### src/rtl/sbus_pkg.sv
package sbus_pkg;

  typedef enum logic [2:0] {
    ST_F0, // program counter to address register, increment computed
    ST_F1, // instruction read, wait completion
    ST_F2, // data register to instruction register
    ST_F3, // increment register to program counter, dispatch
    ST_E0, // address register operand to memory address register
    ST_E1, // load: data read / store: data operand to data register
    ST_E2  // load: data register to target / store: write, wait completion
  } step_t;

  localparam logic [1:0] OP_LOAD  = 2'b01;
  localparam logic [1:0] OP_STORE = 2'b10;

  typedef struct packed {
    logic pc_out;
    logic pc_in;
    logic mdr_out;
    logic mdr_ld_bus;
    logic mdr_ld_mem;
    logic z_out;
    logic z_in;
    logic mar_in;
    logic ir_in;
    logic gpr_out;
    logic gpr_in;
    logic use_ra;
    logic mem_rd;
    logic mem_wr;
  } ctrl_t;

endpackage

### src/rtl/sbus_regfile.sv
module sbus_regfile #(
  parameter int W     = 32,
  parameter int NREGS = 8,
  localparam int RIW  = $clog2(NREGS)
) (
  input  logic                       clk,
  input  logic                       rst,
  input  logic                       ld_en,
  input  logic [RIW-1:0]             ld_idx,
  input  logic [W-1:0]               din,
  output logic [NREGS-1:0][W-1:0]    q
);

  for (genvar g = 0; g < NREGS; g++) begin : g_reg
    always_ff @(posedge clk) begin
      if (rst)                                 q[g] <= '0;
      else if (ld_en && ld_idx == RIW'(g))     q[g] <= din;
    end
  end

endmodule

### src/rtl/sbus_bus.sv
module sbus_bus #(
  parameter int W    = 32,
  parameter int NSRC = 11
) (
  input  logic                     clk,
  input  logic                     rst,
  input  logic [NSRC-1:0]          oe,
  input  logic [NSRC-1:0][W-1:0]   src,
  output logic [W-1:0]             bus
);

  always_comb begin
    bus = '0;
    for (int i = 0; i < NSRC; i++) begin
      bus = bus | (oe[i] ? src[i] : '0);
    end
  end

  // single bus owner per cycle
  p_one_driver_r7: assert property (@(posedge clk) disable iff (rst) $onehot0(oe))
    else $error("R7: more than one bus driver");

endmodule

### src/rtl/sbus_seq.sv
module sbus_seq
  import sbus_pkg::*;
(
  input  logic       clk,
  input  logic       rst,
  input  logic [1:0] op,
  input  logic       mem_mfc,
  output step_t      step,
  output ctrl_t      ctrl
);

  step_t nxt;

  always_ff @(posedge clk) begin
    if (rst) step <= ST_F0;
    else     step <= nxt;
  end

  always_comb begin
    nxt  = step;
    ctrl = '0;
    unique case (step)
      ST_F0: begin
        ctrl.pc_out = 1'b1; ctrl.mar_in = 1'b1; ctrl.z_in = 1'b1;
        nxt = ST_F1;
      end
      ST_F1: begin
        ctrl.mem_rd = 1'b1; ctrl.mdr_ld_mem = 1'b1;
        if (mem_mfc) nxt = ST_F2;
      end
      ST_F2: begin
        ctrl.mdr_out = 1'b1; ctrl.ir_in = 1'b1;
        nxt = ST_F3;
      end
      ST_F3: begin
        ctrl.z_out = 1'b1; ctrl.pc_in = 1'b1;
        nxt = (op == OP_LOAD || op == OP_STORE) ? ST_E0 : ST_F0;
      end
      ST_E0: begin
        ctrl.gpr_out = 1'b1; ctrl.use_ra = 1'b1; ctrl.mar_in = 1'b1;
        nxt = ST_E1;
      end
      ST_E1: begin
        if (op == OP_LOAD) begin
          ctrl.mem_rd = 1'b1; ctrl.mdr_ld_mem = 1'b1;
          if (mem_mfc) nxt = ST_E2;
        end else begin
          ctrl.gpr_out = 1'b1; ctrl.mdr_ld_bus = 1'b1;
          nxt = ST_E2;
        end
      end
      ST_E2: begin
        if (op == OP_LOAD) begin
          ctrl.mdr_out = 1'b1; ctrl.gpr_in = 1'b1;
          nxt = ST_F0;
        end else begin
          ctrl.mem_wr = 1'b1;
          if (mem_mfc) nxt = ST_F0;
        end
      end
      default: nxt = ST_F0;
    endcase
  end

  // a waiting strobe freezes the step
  p_step_stall_r4: assert property (@(posedge clk) disable iff (rst)
    ((ctrl.mem_rd || ctrl.mem_wr) && !mem_mfc) |=> $stable(step))
    else $error("R4: step moved before completion");

  // a no-operation instruction returns to fetch
  p_nop_refetch_r8: assert property (@(posedge clk) disable iff (rst)
    (step == ST_F3 && (op == 2'b00 || op == 2'b11)) |=> step == ST_F0)
    else $error("R8: no-operation did not return to fetch");

endmodule

### src/rtl/sbus_core.sv
module sbus_core
  import sbus_pkg::*;
#(
  parameter int W       = 32,
  parameter int NREGS   = 8,
  parameter int PC_STEP = 4,
  localparam int RIW    = $clog2(NREGS),
  localparam int IRW    = 2 * RIW + 2,
  localparam int NSRC   = NREGS + 3
) (
  input  logic             clk,
  input  logic             rst,
  output logic [W-1:0]     mem_addr,
  output logic             mem_rd,
  output logic             mem_wr,
  output logic [W-1:0]     mem_wdata,
  input  logic [W-1:0]     mem_rdata,
  input  logic             mem_mfc,
  output logic [NSRC-1:0]  bus_oe
);

  localparam int SRC_PC  = NREGS;
  localparam int SRC_MDR = NREGS + 1;
  localparam int SRC_Z   = NREGS + 2;

  step_t                    step;
  ctrl_t                    ctrl;
  logic [W-1:0]             bus;
  logic [W-1:0]             pc_q, mar_q, mdr_q, z_q;
  logic [IRW-1:0]           ir_q;
  logic [NREGS-1:0][W-1:0]  gpr_q;
  logic [NSRC-1:0][W-1:0]   src;
  logic [NREGS-1:0]         gpr_oe;
  logic [RIW-1:0]           ra_f, rd_f, out_idx;
  logic [1:0]               op_f;

  assign rd_f    = ir_q[RIW-1:0];
  assign ra_f    = ir_q[2*RIW-1:RIW];
  assign op_f    = ir_q[IRW-1:2*RIW];
  assign out_idx = ctrl.use_ra ? ra_f : rd_f;

  sbus_seq u_seq (
    .clk     (clk),
    .rst     (rst),
    .op      (op_f),
    .mem_mfc (mem_mfc),
    .step    (step),
    .ctrl    (ctrl)
  );

  sbus_regfile #(.W(W), .NREGS(NREGS)) u_rf (
    .clk    (clk),
    .rst    (rst),
    .ld_en  (ctrl.gpr_in),
    .ld_idx (rd_f),
    .din    (bus),
    .q      (gpr_q)
  );

  assign gpr_oe = ctrl.gpr_out ? (NREGS'(1) << out_idx) : '0;
  assign bus_oe = {ctrl.z_out, ctrl.mdr_out, ctrl.pc_out, gpr_oe};

  assign src[NREGS-1:0] = gpr_q;
  assign src[SRC_PC]    = pc_q;
  assign src[SRC_MDR]   = mdr_q;
  assign src[SRC_Z]     = z_q;

  sbus_bus #(.W(W), .NSRC(NSRC)) u_bus (
    .clk (clk),
    .rst (rst),
    .oe  (bus_oe),
    .src (src),
    .bus (bus)
  );

  always_ff @(posedge clk) begin
    if (rst) begin
      pc_q  <= '0;
      mar_q <= '0;
      mdr_q <= '0;
      z_q   <= '0;
      ir_q  <= '0;
    end else begin
      if (ctrl.pc_in)  pc_q  <= bus;
      if (ctrl.mar_in) mar_q <= bus;
      if (ctrl.z_in)   z_q   <= bus + W'(PC_STEP);
      if (ctrl.ir_in)  ir_q  <= bus[IRW-1:0];
      if (ctrl.mdr_ld_mem && mem_mfc) mdr_q <= mem_rdata;
      else if (ctrl.mdr_ld_bus)       mdr_q <= bus;
    end
  end

  assign mem_addr  = mar_q;
  assign mem_wdata = mdr_q;
  assign mem_rd    = ctrl.mem_rd;
  assign mem_wr    = ctrl.mem_wr;


  p_rdwr_excl_r9: assert property (@(posedge clk) disable iff (rst) !(mem_rd && mem_wr))
    else $error("R9: read and write together");

  // program counter moves one word per fetch
  p_pc_step_r3: assert property (@(posedge clk) disable iff (rst)
    ctrl.pc_in |=> pc_q == $past(pc_q) + W'(PC_STEP))
    else $error("R3: program counter step wrong");

  // fetch address is the program counter
  p_fetch_addr_r2: assert property (@(posedge clk) disable iff (rst)
    (step == ST_F1) |-> mem_addr == pc_q)
    else $error("R2: fetch address differs from program counter");

  // R10 (and R4): pending request stays frozen
  p_req_hold_r10: assert property (@(posedge clk) disable iff (rst)
    ((mem_rd || mem_wr) && !mem_mfc) |=>
      (mem_rd == $past(mem_rd)) && (mem_wr == $past(mem_wr)) &&
      $stable(mem_addr) && $stable(mem_wdata))
    else $error("R10: request changed while waiting");

endmodule

### config.mk
export PLATFORM = sky130hd
export DESIGN_NAME = sbus_core
export DESIGN_NICKNAME = d
export VERILOG_FILES = /design/src/rtl/sbus_pkg.sv /design/src/rtl/sbus_regfile.sv /design/src/rtl/sbus_bus.sv /design/src/rtl/sbus_seq.sv /design/src/rtl/sbus_core.sv
export SDC_FILE = /design/constraint.sdc
export NUM_CORES = 1
export LEC_CHECK = 0
export BUFFER_PORTS_ARGS = -buffer_cell sky130_fd_sc_hd__buf_2
export CAP_MARGIN = 10
export CORE_MARGIN = 2
export CORE_UTILIZATION = 50
export CTS_BUF_LIST = sky130_fd_sc_hd__clkbuf_2 sky130_fd_sc_hd__clkbuf_4 sky130_fd_sc_hd__clkbuf_8
export CTS_CLUSTER_SIZE = 28
export DETAILED_ROUTE_END_ITERATION = 10
export PLACE_DENSITY = 0.68
export SKIP_LAST_GASP = 1
export SYNTH_ARGS = -nofsm -noshare
export SYNTH_HDL_FRONTEND = slang
export SYNTH_HIERARCHICAL = 1
export SYNTH_SLANG_ARGS = --single-unit
### constraint.sdc
create_clock -name clk -period 8.5 [get_ports clk]
set_clock_uncertainty 0.05 [all_clocks]
set_input_delay 0 -clock clk [delete_from_list [all_inputs] [get_ports clk]]
set_output_delay 0 -clock clk [all_outputs]
set_load 0.02 [all_outputs]
== Word level (Yosys, flattened, before mapping) ==
Index checks and enable logic that the tools add are counted.

* Equal/unequal tests: 18
* Bitwise gates (word level): 10
* Shift-type cells: 1
* Add/subtract/negate cells: 1
* Reduce and logical (&&, ||, !) cells: 15
* Mux-type cells: 35

{| class="wikitable"
|+ Operators with widths
! cell !! number
|-
| $mux W32 || 13
|-
| $or A32 B32 Y32 || 10
|-
| $add A32 B3 Y32 const B || 1
|-
| $eq A3 B3 Y1 const B || 7
|-
| $mux W3 || 7
|-
| $pmux W3 S7 || 1
|-
| $eq A3 B2 Y1 const B || 4
|-
| $mux W1 || 10
|-
| $logic_and A1 B1 Y1 || 9
|-
| $mux W8 || 1
|-
| $shl A1 B3 Y8 const A || 1
|-
| $eq A3 B1 Y1 const B || 2
|-
| $logic_not A3 Y1 || 2
|-
| $pmux W1 S2 || 3
|-
| $ne A3 B2 Y1 const B || 1
|-
| $ne A3 B3 Y1 const B || 1
|-
| $reduce_and A3 Y1 || 1
|-
| $eq A2 B1 Y1 const B || 1
|-
| $eq A2 B2 Y1 const B || 1
|-
| $ne A2 B2 Y1 const B || 1
|-
| $reduce_bool A2 Y1 || 1
|-
| $reduce_or A2 Y1 || 1
|-
| $logic_or A1 B1 Y1 || 1
|}

* Output and inout bits: 77
* Flip-flop bits (word level): 395
* Word-level logic and storage cells: 94
* Input bits: 35

== Longest topological paths before layout ==
* Word-level depth: 18
* Depth in mapped cells: 18

== Cells and area by module ==
The synthesis kept the hierarchy.

{| class="wikitable"
|+ Modules (own cells, without submodules)
! module !! area an instance (um^2) !! times used !! sequential area each (um^2) !! cells each
|-
| sbus_regfile || 10017.1 || 1 || 5124.9 || 906
|-
| sbus_core || 5803.1 || 1 || 2722.6 || 623
|-
| sbus_bus || 1871.8 || 1 || 0.0 || 226
|-
| sbus_seq || 347.8 || 1 || 60.1 || 43
|}

== Worst setup path before layout ==
No wires, ideal clock.

* Path kind: flip-flop to flip-flop
* Start: reg u_seq.step[0]
* End: reg z_q[22]
* Stages on the path, launching flop included: 18
* Library setup time: 0.091 ns
* Slack: 4.197 ns
* Arrival: 4.162 ns
* Clock period less this slack: 4.303 ns
* Required time: 8.359 ns
* Buffers on the path: 5
* Cells stage by stage: dfxtp_1 -> buf_2 -> nor2_1 -> and2_1 -> clkbuf_1 -> mux2_2 -> or2_2 -> nor2_1 -> buf_1 -> a221oi_1 -> nand3_1 -> ha_1 -> and3_1 -> buf_2 -> nand4_2 -> buf_2 -> or3_1 -> a311oi_1

{| class="wikitable"
|+ RTL lines
! what !! RTL line !! text
|-
| start: declaration || sbus_seq.sv:8 || <nowiki>output step_t step,</nowiki>
|-
| start signal: assignment || sbus_seq.sv:16 || <nowiki>else step <= nxt;</nowiki>
|-
| end signal: assignment || sbus_core.sv:86 || <nowiki>if (ctrl.z_in) z_q <= bus + W'(PC_STEP);</nowiki>
|-
| end: declaration || sbus_core.sv:29 || <nowiki>logic [W-1:0] pc_q, mar_q, mdr_q, z_q;</nowiki>
|}

==> out/metrics.sh <==
CLOCKROOTBUFFER='sky130_fd_sc_hd__clkbuf_8'
POST_SYNTH.CELL_AREA_AVG_SQ_UM=10.0
ROUTE.DETAILED.DRC=0
SYNTHARSTFLOPSHARE_PCT=0
GRT_SETUP_UNREPAIRED='no'
REPORT.FINAL.SLEW_VIOL_COUNT=0
DETAILEDROUTE.FIRSTITERATIONVIOLATIONS=1368
GLOBALPLACE.CONGESTION=0.798
CLKLATENCYLATEPIN_NS=0.62
RUN_STATUS='finished clean'
GRT_USE_MET3_PCT=4.64
CTS_TREE='built'
CLKSLEWWORSTSETUPHOLDPATHS_NS=0.06
DIE-WIDTH_MICRONS=194
CORE_AREA_SQ_UM=35600
SYNTH.CELL_AREA_SQ_UM=18000
YS_TYPES=61
DESIGN.PORTCOUNT=112
N_ANTENNA_CELL=0
WIRELENGTH_MM=51.6
OVERFLOW=0
CELLLEAKAGEPOWER_nW=8.82
CRITICAL_PATH_ARRIVAL_NS=5.72
SYNTH-MAIN-FF-CELL='sky130_fd_sc_hd__dfxtp_1'
WORST_EP_REQUIRED_TIME_NS=8.97
TIMING.SETUP.CRITICAL_PATH_CLASS='register to register'
INITIAL_ANTENNA_VIOLATION_COUNT=1
START_UTIL_PCT=50.7
TIGHTEST_SLEW_NS=1.13
DETAILEDPLACEMENTHPWL_MM=30.8
SEQ_AREA_FRAC_SYNTH_PCT=43.8
ROW_COUNT=69
CTS_HOLD_REPAIR.BUFFERS=45
GLOBAL_ROUTE.USAGE.MET2_PCT=43.9
ANTENNA_VIOLATING_NETS_POST_ROUTE=0
GRT_PASS1_WL_MM=80.0
WORSTHOLDPATHTYPE='primary input to register'
TIMING.CRITICAL_PATH.FROM_TYPE='register'
WORST_SLEW_MARGIN_REL_PCT=24.4
SETUP_VIOL_COUNT_FINAL=0
GR-USAGE-ALL-LAYERS_PCT=26.8
CTS_MAX_LEVEL=3
FP.DIEAREA_SQ_UM=37600
SETUP_TNS_NS=0
IR_DROP_uV=130
CP-END-KIND='register'
CAP_VIOL_MAX_COUNT=0
FINAL.PERIOD_UTILIZATION_PCT=61.8
COUNT_OF_NON_FILLER_CELLS_IN_THE_FINISHED_LAYOUT=2370
CTS_SETUP_BUFFERS=0
POSTLAYOUTSETUPSLACKWORST_NS=3.25
FLOORPLAN.DIE.HEIGHT_MICRONS=194
DR_TOTAL_VIAS=14200
SEQCELLAREA_SQ_UM=7910
POST_CTS_RESIZED=0
POSTSYNTHNETCOUNT=1836
DPL.CELL_COUNT=2206
POWER_DENSITY_OVER_THE_CELLS_nW_PER_UM2=198
FILLERS=3082
CLOCK_BUFFER_DEPTH=3
POST-ROUTE-MIN-PERIOD_NS=5.25
SHARE_OF_FINAL_LAYOUT_STANDARD_CELLS_STRONGER_THAN_DRIVE_STRENGTH_1_PCT=15.5
FIRST_GLOBAL_VIAS=13800
YS_FF_LATCH=395
AVGROUTEDWIREPERCELL_MICRONS=21.8
BUSIEST_LAYER='met2'
TRITONCTS.NUM_BUFFERS=69
AREA.GROWTH.SYNTH_TO_FINAL_PCT=13.4
TIMING_HOLD_VIOLATIONS_FINAL=0
PRECTSSETUPSLACK_NS=3.38
CTS_NUM_SINKS=395
MULTI_INPUT_COMB_AREA_SQ_UM=9280
FMAX_MHz=190
TOP_FANOUT_VALUE_ON_THE_CRITICAL_PATH=18
VIAS_PER_CELL=5.97
SYNTH_EDF_COUNT=0
POSTSYNTHCELLCOUNT=1798
YOSYSWARNINGS=6
GRT_START_MAX_NET_PINS=228
PORT_BUFFERS=111
LAYOUT.CELLS.MOST_COMMON='sky130_fd_sc_hd__dfxtp_1'
COMMONEST_CELLS_AFTER_ROUTING_FILL_AND_TAPS_ASIDE='sky130_fd_sc_hd__dfxtp_1 (395), sky130_fd_sc_hd__mux2i_1 (363), sky130_fd_sc_hd__nand2b_1 (290)'
GLOBAL_ROUTE_MET1_USAGE_PCT=36.1
DR.PASS1.ITERS=6
NETS=1899
==> synth_stat cells, drive strengths merged, types with 7 or more instances <==
master,number,area [sq um]
xor2,7,61.3
dfxtp,395,7910
inv,8,30.0
a311oi,13,114
nand3,42,210
buf,96,593
nand2b,290,1810
a221oi,63,596
nor4,7,43.8
mux2i,363,3630
and4,7,61.3
nor2,153,577
clkbuf,97,364
o21ai,10,53.8
a211oi,46,345
nand4,11,75.1
nand2,20,82.6
a222oi,32,320
a22o,63,557
==> area by class of cell <==
class,count,share of cell area (%)
Clock buffer,112,6.71
Clock inverter,7,0.226
Inverter,8,0.147
Multi-Input combinational cell,1202,45.4
Sequential cell,395,38.7
Tap cell,461,2.82
Timing Repair Buffer,185,6.09
==> registers in the layout, indices dropped and copies added, names as in the netlist <==
name and cells:
u_rf/q 256, mem_addr 32, pc_q 32, ir_q 8, u_seq/step 3, z_q 32, mem_wdata 32
==> worst paths after layout <==
kind | from | end | slack (ns) | depth (start not counted)
min | mem_rdata[4] | mem_wdata[4]$_SDFFE_PP0P_ | 0.17 | 4
max reg2reg | u_seq/step[2]$_SDFFE_PP0P_ | z_q[24]$_SDFFE_PP0P_ | 3.25 | 12
max | u_seq/step[2]$_SDFFE_PP0P_ | z_q[24]$_SDFFE_PP0P_ | 3.25 | 12
min reg2reg | u_rf/q[56]$_SDFFE_PP0P_ | u_rf/q[56]$_SDFFE_PP0P_ | 0.43 | 2
==> kinds of logic (layout without fill, tap and decap cells) <==
kind of cell | after synthesis | count (layout) | synth area share [%]
xor gates and xnor gates | 12 | 12 | 0.583
AOI/OAI and AO/OA | 247 | 247 | 11.9
adders and majority gates | 3 | 3 | 0.208
muxes | 364 | 364 | 20.2
DFF | 395 | 395 | 43.8
and+or+nand+nor | 576 | 576 | 17.8
buffers and inverters | 201 | 312 | 5.47
==> critical path, stage by stage, from the launching register on <==
cell and delay [ns]:
sky130_fd_sc_hd__dfxtp_1 0.59, sky130_fd_sc_hd__and2_1 0.36, sky130_fd_sc_hd__mux2_2 0.38, sky130_fd_sc_hd__or2_2 0.37
sky130_fd_sc_hd__nor2_4 0.56, sky130_fd_sc_hd__buf_4 0.44, sky130_fd_sc_hd__a222oi_1 0.15, sky130_fd_sc_hd__nand3_1 0.33
sky130_fd_sc_hd__ha_1 0.28, sky130_fd_sc_hd__and3_1 0.38, sky130_fd_sc_hd__nand4_2 0.38, sky130_fd_sc_hd__or4_1 0.60
sky130_fd_sc_hd__a311oi_1 0.26
==> routing by layer <==
layer	vias to the layer above	wire, microns
met1	7032	23400
met4	4	957
met3	67	2900
met2	455	24400
li1	6600	-
met5	-	24
==> power breakdown <==
| group | switching, W | internal, W |
|---|---|---|
| logic | 0.000201 | 0.000125 |
| clock network | 0.000775 | 0.00102 |
| registers | 0.0000375 | 0.00189 |
==> metrics by stage <==
step / hold slack (ns) / power, W / util [%] / cell area (sq um)
final: 0.174 / 0.00405 / 57.5 / 20500
after detailed placement: 0.243 / 0.00227 / 52.3 / 18600
after global routing: 0.166 / 0.00419 / 57.5 / 20500
after global placement: 0.242 / 0.00227 / 52.3 / 18600
after floorplan: 0.0285 / 0.00218 / - / 18000
after CTS: 0.139 / 0.00408 / 57.5 / 20500
No activity file was read; power rests on OpenSTA's default activity.
